### config.mk
export PLATFORM = sky130hd
export DESIGN_NAME = brg_bit_rate_gen
export DESIGN_NICKNAME = d
export VERILOG_FILES = /design/src/rtl/brg_pkg.sv /design/src/rtl/brg_cfg_regs.sv /design/src/rtl/brg_period_calc.sv /design/src/rtl/brg_bit_timer.sv /design/src/rtl/brg_bit_rate_gen.sv
export SDC_FILE = /design/constraint.sdc
export NUM_CORES = 1
export LEC_CHECK = 0
export CORE_AREA = 2 2 89 91
export CTS_CLUSTER_DIAMETER = 30
export CTS_CLUSTER_SIZE = 30
export DETAILED_ROUTE_END_ITERATION = 7
export DIE_AREA = 0 0 91 93
export DONT_BUFFER_PORTS = 1
export GPL_ROUTABILITY_DRIVEN = 0
export GPL_TIMING_DRIVEN = 1
export PLACE_DENSITY = 0.7
export SETUP_SLACK_MARGIN = 0.15
export SYNTH_ARGS = -nofsm -noshare
export SYNTH_HDL_FRONTEND = slang
export SYNTH_SLANG_ARGS = --single-unit
### constraint.sdc
create_clock -name clk -period 4.2 [get_ports clk]
set_clock_uncertainty 0.05 [all_clocks]
set_input_delay 0.42 -clock clk [delete_from_list [all_inputs] [get_ports clk]]
set_output_delay 0.42 -clock clk [all_outputs]
set_load 0.01 [all_outputs]
### src/rtl/brg_pkg.sv
package brg_pkg;
  localparam int DIV_W = 8;
  localparam int SEL_W = 2;
  localparam int PRE_W = 16;

  typedef enum logic [1:0] {
    MODE_ASYNC = 2'd0,
    MODE_SYNC  = 2'd1,
    MODE_SCARD = 2'd2,
    MODE_ALT   = 2'd3
  } brg_mode_e;

  typedef struct packed {
    logic [DIV_W-1:0] div;
    logic [SEL_W-1:0] cks;
    logic [SEL_W-1:0] scs;
    brg_mode_e        mode;
  } brg_cfg_t;

  localparam brg_cfg_t CFG_RESET = '{div: '1, cks: '0, scs: '0, mode: MODE_ASYNC};
endpackage

### src/rtl/brg_cfg_regs.sv
module brg_cfg_regs
  import brg_pkg::*;
(
  input  logic     clk,
  input  logic     rst_n,
  input  logic     run_en,
  input  logic     we,
  input  brg_cfg_t wr_cfg,
  output brg_cfg_t cfg,
  output logic     err
);
  brg_cfg_t cfg_q;
  logic     err_q;

  always_ff @(posedge clk or negedge rst_n) begin
    if (!rst_n) begin
      cfg_q <= CFG_RESET;
      err_q <= 1'b0;
    end else begin
      if (we && !run_en) cfg_q <= wr_cfg;
      err_q <= run_en ? (err_q | we) : 1'b0;
    end
  end

  assign cfg = cfg_q;
  assign err = err_q;
endmodule

### src/rtl/brg_period_calc.sv
module brg_period_calc
  import brg_pkg::*;
#(
  parameter int W = PRE_W
) (
  input  brg_cfg_t     cfg,
  output logic [W-1:0] pre_len
);
  logic [W-1:0] base;

  always_comb begin
    unique case (cfg.mode)
      MODE_SYNC:  base = W'(4);
      MODE_SCARD: begin
        unique case (cfg.scs)
          2'd0:    base = W'(64);
          2'd1:    base = W'(128);
          2'd2:    base = W'(744);
          default: base = W'(512);
        endcase
      end
      default:    base = W'(32);
    endcase
  end

  assign pre_len = base << {cfg.cks, 1'b0};
endmodule

### src/rtl/brg_bit_timer.sv
module brg_bit_timer
  import brg_pkg::*;
#(
  parameter int PW = PRE_W,
  parameter int DW = DIV_W
) (
  input  logic          clk,
  input  logic          rst_n,
  input  logic          run_en,
  input  logic [PW-1:0] pre_len,
  input  logic [DW-1:0] div,
  output logic          bit_stb,
  output logic          mid_stb
);
  localparam int NSTB = 2;

  logic [PW-1:0] pre_q, pre_nx, half_pre;
  logic [DW-1:0] div_q, div_nx, half_div;
  logic          pre_wrap, div_wrap, mid_hit;
  logic [NSTB-1:0] stb_d, stb_q;

  always_comb begin
    pre_wrap = (pre_q == pre_len - PW'(1));
    div_wrap = pre_wrap && (div_q == div);
    pre_nx   = pre_wrap ? '0 : pre_q + PW'(1);
    div_nx   = pre_wrap ? (div_wrap ? '0 : div_q + DW'(1)) : div_q;
    half_div = (div >> 1) + DW'(div[0]);
    half_pre = div[0] ? '0 : (pre_len >> 1);
    mid_hit  = (div_nx == half_div) && (pre_nx == half_pre);
    stb_d    = {mid_hit, div_wrap};
  end

  always_ff @(posedge clk or negedge rst_n) begin
    if (!rst_n) begin
      pre_q <= '0;
      div_q <= '0;
    end else if (!run_en) begin
      pre_q <= '0;
      div_q <= '0;
    end else begin
      pre_q <= pre_nx;
      div_q <= div_nx;
    end
  end

  for (genvar i = 0; i < NSTB; i++) begin : g_stb
    always_ff @(posedge clk or negedge rst_n) begin
      if (!rst_n) stb_q[i] <= 1'b0;
      else        stb_q[i] <= run_en && stb_d[i];
    end
  end

  assign bit_stb = stb_q[0];
  assign mid_stb = stb_q[1];
endmodule

### src/rtl/brg_bit_rate_gen.sv
module brg_bit_rate_gen
  import brg_pkg::*;
(
  input  logic       clk,
  input  logic       rst_n,
  input  logic       run_en,
  input  logic       cfg_we,
  input  logic [7:0] cfg_div,
  input  logic [1:0] cfg_cks,
  input  logic [1:0] cfg_scs,
  input  logic [1:0] cfg_mode,
  output logic [7:0] div_rd,
  output logic [1:0] cks_rd,
  output logic [1:0] scs_rd,
  output logic [1:0] mode_rd,
  output logic       wr_err,
  output logic       bit_stb,
  output logic       mid_stb
);
  brg_cfg_t         wr_cfg, cfg;
  logic [PRE_W-1:0] pre_len;

  assign wr_cfg = '{div: cfg_div, cks: cfg_cks, scs: cfg_scs, mode: brg_mode_e'(cfg_mode)};

  brg_cfg_regs u_regs (
    .clk(clk), .rst_n(rst_n), .run_en(run_en), .we(cfg_we),
    .wr_cfg(wr_cfg), .cfg(cfg), .err(wr_err)
  );

  brg_period_calc #(.W(PRE_W)) u_calc (.cfg(cfg), .pre_len(pre_len));

  brg_bit_timer #(.PW(PRE_W), .DW(DIV_W)) u_timer (
    .clk(clk), .rst_n(rst_n), .run_en(run_en), .pre_len(pre_len),
    .div(cfg.div), .bit_stb(bit_stb), .mid_stb(mid_stb)
  );

  assign div_rd  = cfg.div;
  assign cks_rd  = cfg.cks;
  assign scs_rd  = cfg.scs;
  assign mode_rd = cfg.mode;
endmodule

==> results of run 1 <==
## power by group through the flow
stage               Combinational (mW)  Sequential, mW  Clock (mW)
floorplan                        0.387           0.467           0
CTS                              0.551           0.477       0.272
global route                     0.731           0.488       0.288
global placement                 0.523           0.482           0
finish                           0.687           0.484       0.268
detailed placement               0.529           0.484           0
## layout by cell type (no fill, tap or decap), types with 4 or more instances in the layout
cell,instances
dfrtp_1,32
buf_4,50
dfstp_2,8
clkbuf_8,5
a41oi_1,4
a21oi_1,13
mux2i_1,5
or4_4,4
nor4_1,7
a211oi_1,4
inv_1,17
nand4_1,6
a31oi_1,6
nand2b_1,8
and3_1,6
and4_1,4
nor2b_1,14
o21a_1,6
o211ai_1,6
mux2_2,10
nand3b_1,5
xor2_1,20
a21o_1,6
nand3_1,18
ha_1,4
or3_1,9
nor2_1,35
o21ai_0,15
inv_2,4
and2_1,10
buf_6,4
ha_4,6
nor3_1,13
xnor2_1,19
nand2_1,29
## layer usage
metal | wire (um) | share of wire [%]
met5 | 0 | 0
met3 | 992 | 8.1
met2 | 5519 | 45
met1 | 5384 | 44
met4 | 310 | 2.5
## sequential cells by signal, indices dropped and copies added (netlist names)
register,cells
u_timer.pre_q,16
u_regs.cfg,14
u_timer.div_q,8
u_regs.err,1
u_timer.bit_stb,1
u_timer.mid_stb,1
## timing repair
action                                  4_1_cts  5_1_grt
hold buffers                                  2        0
endpoints found under the hold margin        41        0
gates resized for setup                      10       62
endpoints found under the setup margin        1        1
pin swaps                                     3       25
setup buffers                                 0       12
gates cloned                                  1        0
## synth_stat cells, types with 5 or more instances
library cell,count
nand2_1,30
nand3_1,20
o21a_1,6
and2_1,10
and4_1,5
a31oi_1,8
nor4_1,10
xor2_1,22
buf_2,7
nand3b_1,5
o211ai_1,6
inv_1,19
nor2_1,36
or3_1,11
o21ai_0,16
ha_1,10
mux2i_1,6
a21o_1,6
dfstp_2,8
dfrtp_1,33
mux2_2,10
nand4_1,6
nor2b_1,14
xnor2_1,19
a21oi_1,14
nand2b_1,10
clkbuf_1,9
and3_1,7
a211oi_1,5
a41oi_1,7
nor3_1,13
## final timing paths
check / startpoint / to / slack [ns] / depth (start not counted)
setup / recovery: u_regs.cfg[2] / u_timer.mid_stb / 0.18 / 15
hold / removal: run_en / u_timer.div_q[3] / 0.19 / 1
setup reg to reg: u_regs.cfg[2] / u_timer.mid_stb / 0.18 / 15
hold reg to reg: u_timer.pre_q[0] / u_timer.pre_q[0] / 0.49 / 1
max in group asynchronous: rst_n / u_regs.cfg[9] / 3.28 / 2
min in group asynchronous: rst_n / u_timer.pre_q[2] / 0.51 / 2
## through the flow
step | hold WS (ns) | utilization (%)
global route | 0.1751 | 64.30
global placement | 0.07597 | 56.17
finish | 0.1856 | 64.30
floorplan | 0.07441 | -
CTS | 0.1792 | 58.38
detailed placement | 0.07603 | 56.17
## kinds of logic (layout without fill, tap and decap cells)
group	Yosys count	count (layout)	synth area share, %
buffers and inverters	46	87	5.799
AO/OA/AOI/OAI	112	112	21.15
XOR/XNOR	42	42	9.772
flip-flops	41	41	26.53
adder cells (fa/ha/maj)	10	10	3.204
AND/OR/NAND/NOR	202	203	29.13
multiplexers	16	16	4.422
## cell type report
class                           count  area, um2
Multi-Input combinational cell    383       3020
Fill cell                         632       2688
Sequential cell                    41       1037
Timing Repair Buffer               58      490.5
Tap cell                          102      127.6
Inverter                           21      78.83
Clock buffer                        7      76.32
Clock inverter                      1      8.758
==> impl_metrics.json, run 1 <==
{
  "drc": 0,
  "power_mw": 1.439,
  "port_buffers": 0,
  "holdCritPathClass": "primary input to flop",
  "syn_area_mm2": 0.003905,
  "ant_nets": 0,
  "power_frac_comb_pct": 47.7,
  "async_flop_share_pct": 100.0,
  "top_usage_layer": "met2",
  "initial_core_util_pct": 51.88,
  "numCtsBuffers": 5,
  "ys_ff_latch": 41,
  "synth_flop_cell": "dfrtp_1",
  "grt_pass1_wl_um": 18310,
  "drt_iter0_drc": 452,
  "grt.met2_usage_pct": 42.41,
  "worst_slew_pin_slew_ns": 0.6796,
  "num_antenna_cells": 0,
  "maxCapViolations": 0,
  "synthTopCellsByArea": "dfrtp_1 (21%), dfstp_2 (5.4%), xor2_1 (4.9%), xnor2_1 (4.3%), nor2_1 (3.5%)",
  "rsz0062_at_grt": "yes",
  "num-nets-final": 538,
  "crit_path_top_delay_cell": "or4_4",
  "maxSlewHeadroom_pct": 54.60,
  "instances_no_fill": 613,
  "sw_frac_of_total_pct": 40.28,
  "drive_gt1_share_pct": 30.33,
  "syn_nets": 497,
  "yosysTopAreaCellShare_pct": 21.15,
  "p_switching_mw": 0.5795,
  "gr-total-overflow": 0,
  "status": "completed",
  "setup_tns_ns": 0,
  "placed_cells": 590,
  "avgSynthCellArea_um2": 8.326,
  "worst-setup-path-type": "flop to flop",
  "cts_tree": "yes",
  "required_ns": 4.36,
  "p_clk_share_pct": 18.6,
  "grt_pass1_vias": 3750,
  "hold_viol": 0,
  "antenna_found_initial": 0,
  "postLayoutCellArea_mm2": 0.004840,
  "critPathLaunchType": "flop",
  "netlist.top_cell.by_area": "dfrtp_1",
  "drt_first_pass_iters": 7,
  "dp_slack_ns": -0.08430,
  "cts.sinks": 41,
  "path_max_fanout": 12,
  "slew_violations": 0,
  "core_area_mm2": 0.007527,
  "syn-instance-count": 469,
  "critPathTopFamily": "simple AND/OR/NAND/NOR gates",
  "cts_max_path_buffers": 2,
  "dpl-instance-area_mm2": 0.004228,
  "dp_hpwl_um": 8460,
  "cts_root_buf": "clkbuf_8",
  "syn2layout_area_growth_pct": 23.93,
  "power.leakage_nw": 1.943,
  "worstPathCellList": "inv_2 -> ha_4 -> buf_6 -> or2_4 -> and4_4 -> a21o_1 -> or4_4 -> a21o_1 -> a21oi_2 -> buf_6 -> a41oi_4 -> or3_4 -> a221oi_4 -> a41oi_2 -> nor4_2",
  "sequentialPowerShare_pct": 33.6,
  "ir_worst_vdd_mv": 0.2174,
  "fp.dieW_um": 91,
  "finalCritPeriodShare_pct": 95.68,
  "yosysSeqAreaShare_pct": 26.53,
  "fmax_ghz": 0.2488,
  "wire_per_inst_um": 19.91,
  "setup_viol": 0,
  "grt_max_degree": 42,
  "worstPathArrival_ns": 4.18,
  "clk_latency_ns": 0.30,
  "viasPerCell": 6.485,
  "h-tree-depth": 2,
  "wirelength_um": 12210,
  "io_pins": 35,
  "critPathMaxStageDelay_ns": 0.56,
  "synth_edf_count": 0,
  "die_area_mm2": 0.008463,
  "rows": 32,
  "setup_slack_ns": 0.1812,
  "met1_usage_pct": 37.03,
  "power_density_mw_per_mm2": 297.2,
  "die_y_um": 93,
  "path_clk_slew_ns": 0.09,
  "endpoint_kind": "flop",
  "use_met3_pct": 5.802,
  "fin_crit_ns": 4.019,
  "yosys_warnings": 0,
  "ys_types": 75,
  "vias": 3975,
  "internal_power_mw": 0.8590,
  "path_buf_inv": 3,
  "grtUsageTotal_pct": 26.67
}
Note: power is estimated with default switching activity, not from simulation.
==> run 2, diff against run 1 <==
--- a/config.mk
+++ b/config.mk
@@ -15,3 +15,3 @@
 export GPL_TIMING_DRIVEN = 1
-export PLACE_DENSITY = 0.7
+export PLACE_DENSITY = 0.67
 export SETUP_SLACK_MARGIN = 0.15
==> constraint.sdc (replaced) <==
create_clock -name clk -period 3.8 [get_ports clk]
set_clock_uncertainty 0.05 [all_clocks]
set_input_delay 0.76 -clock clk [delete_from_list [all_inputs] [get_ports clk]]
set_output_delay 0.76 -clock clk [all_outputs]
set_load 0.01 [all_outputs]
==> run 2 against run 1 <==
The flow now finishes with violations (setup timing). Sequential power is 9.5% higher. Total power is 16% higher. Worst hold slack worse by 0.11 ns. Global-route usage is 2.8 points higher. Register-to-register slack worse by 0.42 ns. Worst setup slack worse by 0.42 ns. Non-clock buffer count is 42 higher. First-iteration DRC count is 23% higher. Utilization is 3.0 points higher. Clock power is 22% higher. Die area stayed put. Critical path type unchanged. Critical endpoint unchanged. Largest power group unchanged.
==> impl_metrics.json, run 2 (synthesis gave the netlist of run 1 again) <==
{
  "core_area_mm2": 0.007527,
  "required_ns": 3.97,
  "setup_slack_ns": -0.2351,
  "die_y_um": 93,
  "port_buffers": 0,
  "top_register": "u_timer.pre_q",
  "crit_path_top_delay_cell": "a222oi_1",
  "rows": 32,
  "p_switching_mw": 0.6669,
  "rsz0062_at_grt": "yes",
  "p_clk_share_pct": 19.7,
  "worst-setup-path-type": "flop to flop",
  "critPathTopFamily": "simple AND/OR/NAND/NOR gates",
  "largest_register_ffs": 16,
  "ir_worst_vdd_mv": 0.2633,
  "path_clk_slew_ns": 0.10,
  "num-nets-final": 581,
  "numCtsBuffers": 5,
  "wire_per_inst_um": 18.63,
  "power.leakage_nw": 2.132,
  "power_frac_comb_pct": 48.5,
  "sequentialPowerShare_pct": 31.8,
  "initial_core_util_pct": 51.88,
  "postLayoutCellArea_mm2": 0.005064,
  "cts_max_path_buffers": 2,
  "vias": 4126,
  "critPathLaunchType": "flop",
  "dpl-instance-area_mm2": 0.004646,
  "dp_hpwl_um": 8759,
  "hold_viol": 0,
  "grt_pass1_vias": 4025,
  "path_buf_inv": 1,
  "worstPathArrival_ns": 4.20,
  "die_area_mm2": 0.008463,
  "wirelength_um": 12220,
  "sw_frac_of_total_pct": 40.00,
  "io_pins": 35,
  "grtUsageTotal_pct": 29.44,
  "num_antenna_cells": 0,
  "critPathMaxStageDelay_ns": 0.54,
  "cts.sinks": 41,
  "drc": 0,
  "slew_violations": 0,
  "power_density_mw_per_mm2": 329.3,
  "cts_root_buf": "clkbuf_8",
  "holdCritPathClass": "primary input to async pin",
  "fp.dieW_um": 91,
  "worstPathCellList": "buf_6 -> ha_4 -> or3_4 -> a311oi_2 -> a2111oi_2 -> or4_1 -> a21o_1 -> a211oi_4 -> and3_4 -> o22ai_1 -> a222oi_1 -> nand3_1 -> nor4_2",
  "viasPerCell": 6.290,
  "setup_viol": 1,
  "internal_power_mw": 1.000,
  "violations": "setup timing",
  "ant_nets": 0,
  "grt_max_degree": 42,
  "grt_pass1_wl_um": 20000,
  "syn2layout_area_growth_pct": 29.67,
  "status": "finished, violations left",
  "fmax_ghz": 0.2478,
  "clk_latency_ns": 0.31,
  "drt_iter0_drc": 556,
  "drt_first_pass_iters": 5,
  "finalCritPeriodShare_pct": 106.2,
  "cts_tree": "yes",
  "final_core_util_pct": 67.27,
  "final_common_cell": "buf_4",
  "h-tree-depth": 2,
  "antenna_found_initial": 0,
  "setup_tns_ns": -0.2351,
  "gr-total-overflow": 0,
  "drive_gt1_share_pct": 34.30,
  "layout_common_cells": "buf_4 (91), nor2_1 (34), dfrtp_1 (32)",
  "maxCapViolations": 0,
  "path_max_fanout": 7,
  "fin_crit_ns": 4.035,
  "endpoint_kind": "flop",
  "maxSlewHeadroom_pct": 62.83,
  "worst_slew_pin_slew_ns": 0.5529
}
[run 2: cell types whose count changed in the layout (fill, tap and decap cells not counted), moves of 3 or more]
cell and delta:
buf_4 +41, buf_6 +3, nor4_2 +3, nor4_4 -3
[run 2: routing by layer]
| layer | track usage (%) | wire length [um] | up-vias |
|---|---|---|---|
| li1 | - | - | 1898 |
| met3 | 6.366 | 1137 | 40 |
| met5 | 0 | 0 | - |
| met1 | 40.77 | 5130 | 1983 |
| met2 | 47.04 | 5640 | 205 |
| met4 | 7.449 | 315 | 0 |
[run 2: worst paths after layout]
kind	start	to	slack, ns	cells after the start
max	u_regs.cfg[3]	u_timer.mid_stb	-0.24	13
min	rst_n	u_timer.pre_q[12]	0.08	0
max reg2reg	u_regs.cfg[3]	u_timer.mid_stb	-0.24	13
min reg2reg	u_timer.pre_q[0]	u_timer.pre_q[0]	0.49	1
max in group asynchronous	rst_n	u_regs.cfg[12]	3.42	0
min in group clk	u_timer.pre_q[0]	u_timer.pre_q[0]	0.49	1
[run 2: power groups by stage]
stage,logic (mW),registers [mW],clock network (mW)
after floorplan,0.454,0.517,0
after global placement,0.682,0.533,0
after detailed placement,0.698,0.535,0
after CTS,0.756,0.529,0.328
after global routing,0.861,0.536,0.345
final,0.809,0.530,0.328
[run 2: what timing repair did]
| action | in CTS | in global routing |
|---|---|---|
| hold endpoints to repair | 0 | 0 |
| pin swaps | 23 | 4 |
| cloned | 2 | 0 |
| gates resized for setup | 23 | 17 |
| endpoints found under the setup margin | 19 | 20 |
| hold buffers | 0 | 0 |
| setup buffers | 9 | 4 |
[run 2: cell type report]
type / count / area [um2]
repair buffers: 100 / 802.0
flip-flops and latches: 41 / 1037
clock inverters: 3 / 25.02
inverters: 21 / 81.33
well taps: 102 / 127.6
clock buffers: 5 / 68.82
multi-input cells: 384 / 2922
fillers: 648 / 2464
[run 2: metrics by stage]
stage	worst slack, ns	hold WS [ns]	cells	total power [mW]
6_report	-0.2351	0.07918	656	1.667
3_5_place_dp	-0.3477	0.4161	633	1.233
4_1_cts	-0.06922	0.08063	652	1.613
5_1_grt	-0.3600	0.07490	656	1.742
3_3_place_gp	-0.2755	0.4158	633	1.215
2_1_floorplan	0.01423	0.4127	469	0.9714
==> run 3, diff against run 2 <==
Settings changed: RECOVER_POWER from default to 100.
==> run 3 against run 2 <==
The run still ends with setup timing left. Cell count unchanged. Critical path type unchanged. Sequential power about the same. Routed wire length about the same. Clock-buffer cell count unchanged. Critical endpoint unchanged. Worst hold slack better by 0.0026 ns.
==> impl_metrics.json, run 3 (synthesis gave the netlist of run 1 again) <==
{
  "register_area_mm2": 0.001037,
  "grtUsageTotal_pct": 29.44,
  "die_area_mm2": 0.008463,
  "drt_first_pass_iters": 5,
  "r2r_start": "u_regs.cfg[2]",
  "path_clk_slew_ns": 0.10,
  "grt_max_degree": 42,
  "setup_slack_ns": -0.2699,
  "clk_latency_ns": 0.31,
  "rr_worst_depth": 13,
  "die_y_um": 93,
  "power_frac_comb_pct": 48.6,
  "endpoint_kind": "flop",
  "grt_pass1_vias": 4025,
  "drive_gt1_share_pct": 32.31,
  "core_area_mm2": 0.007527,
  "sw_frac_of_total_pct": 40.12,
  "numCtsBuffers": 5,
  "setup_viol": 1,
  "initial_core_util_pct": 51.88,
  "crit_path_top_delay_cell": "a222oi_1",
  "status": "finished, violations left",
  "path_buf_inv": 1,
  "final_common_cell": "buf_4",
  "h-tree-depth": 2,
  "violations": "setup timing",
  "maxCapViolations": 0,
  "power_mw": 1.657,
  "viasPerCell": 6.316,
  "fmax_ghz": 0.2457,
  "slew_violations": 0,
  "final_core_util_pct": 67.07,
  "fp.dieW_um": 91,
  "cts_tree": "yes",
  "largest_register_ffs": 16,
  "sequentialPowerShare_pct": 31.8,
  "layout_common_cells": "buf_4 (87), nor2_1 (34), dfrtp_1 (32)",
  "syn2layout_area_growth_pct": 29.29,
  "wirelength_um": 12230,
  "num_antenna_cells": 0,
  "maxSlewHeadroom_pct": 44.35,
  "antenna_found_initial": 0,
  "finalCritPeriodShare_pct": 107.1,
  "critPathMaxStageDelay_ns": 0.56,
  "dp_hpwl_um": 8759,
  "setup_tns_ns": -0.2699,
  "holdCritPathClass": "primary input to async pin",
  "postLayoutCellArea_mm2": 0.005049,
  "dpl-instance-area_mm2": 0.004646,
  "gr-total-overflow": 0,
  "postCtsHoldBufs": 0,
  "critPathTopFamily": "simple AND/OR/NAND/NOR gates",
  "ff2ff_setup_slack_ns": -0.27,
  "cts_max_path_buffers": 2,
  "drt_iter0_drc": 541,
  "port_buffers": 0,
  "internal_power_mw": 0.9922,
  "io_pins": 35,
  "rr_endpoint": "u_timer.mid_stb",
  "top_register": "u_timer.pre_q",
  "power.leakage_nw": 2.113,
  "multi_input_area_mm2": 0.002922,
  "worst-setup-path-type": "flop to flop",
  "rows": 32,
  "p_switching_mw": 0.6649,
  "critPathLaunchType": "flop",
  "fillers": 649,
  "ir_worst_vdd_mv": 0.2614,
  "drc": 0,
  "power_density_mw_per_mm2": 328.2,
  "rsz0062_at_grt": "yes",
  "num-nets-final": 581,
  "p_clk_share_pct": 19.6,
  "worstPathArrival_ns": 4.24,
  "cts.sinks": 41,
  "vias": 4143,
  "worstPathCellList": "clkbuf_1 -> ha_4 -> or3_4 -> a311oi_2 -> a2111oi_2 -> or4_1 -> a21o_1 -> a211oi_4 -> and3_4 -> o22ai_1 -> a222oi_1 -> nand3_1 -> nor4_2",
  "worst_slew_pin_slew_ns": 0.8348,
  "required_ns": 3.97,
  "hold_viol": 0,
  "wire_per_inst_um": 18.64,
  "path_max_fanout": 7,
  "fin_crit_ns": 4.070,
  "ant_nets": 0,
  "cts_root_buf": "clkbuf_8",
  "grt_pass1_wl_um": 20000
}
[run 3: cell count changes in the layout (fill, tap and decap cells not counted), sizes merged]
cell    change
clkbuf      +4
buf         -4
[run 3: worst max-delay path by stage]
stage	cells after the start	endpoint	start	slack (ns)
2_1_floorplan	18	u_timer.mid_stb	u_regs.cfg[0]	0.01
3_3_place_gp	16	u_timer.mid_stb	u_regs.cfg[1]	-0.28
3_5_place_dp	16	u_timer.mid_stb	u_regs.cfg[1]	-0.35
4_1_cts	13	u_timer.mid_stb	u_regs.cfg[3]	-0.07
5_1_grt	16	u_timer.mid_stb	u_regs.cfg[0]	-0.36
6_report	13	u_timer.mid_stb	u_regs.cfg[2]	-0.27
[run 3: metal layers]
layer | GRT usage (%) | part of all wire, % | up-vias
met3 | 6.366 | 9.6 | 38
met4 | 7.449 | 2.5 | 0
met1 | 40.77 | 42 | 1993
li1 | - | - | 1899
met5 | 0 | 0 | -
met2 | 47.04 | 46 | 213
[run 3: repair_timing]
item	4_1_cts	5_1_grt
setup buffers	9	4
endpoints found under the setup margin	19	20
resized for setup	23	17
endpoints found under the hold margin	0	0
pin swaps	23	4
cloned	2	0
[run 3: final cells by class]
class	instances	area share (%)
repair buffers	100	15.59
well taps	102	2.528
clock buffers	5	1.363
clock inverters	3	0.4957
inverters	21	1.611
flip-flops and latches	41	20.55
multi-input cells	384	57.87
[run 3: power groups by stage]
stage	Clock, mW	Sequential (mW)	Combinational, mW
2_1_floorplan	0	0.517	0.454
3_5_place_dp	0	0.535	0.698
5_1_grt	0.345	0.532	0.857
3_3_place_gp	0	0.533	0.682
6_report	0.325	0.527	0.806
4_1_cts	0.328	0.529	0.756
[run 3: stage by stage]
stage                     cells  hold WS [ns]  setup WS [ns]
after floorplan             469        0.4127        0.01423
after global placement      633        0.4158        -0.2755
after detailed placement    633        0.4161        -0.3477
after CTS                   652       0.08063       -0.06922
after global routing        656       0.07491        -0.3600
final                       656       0.08180        -0.2699
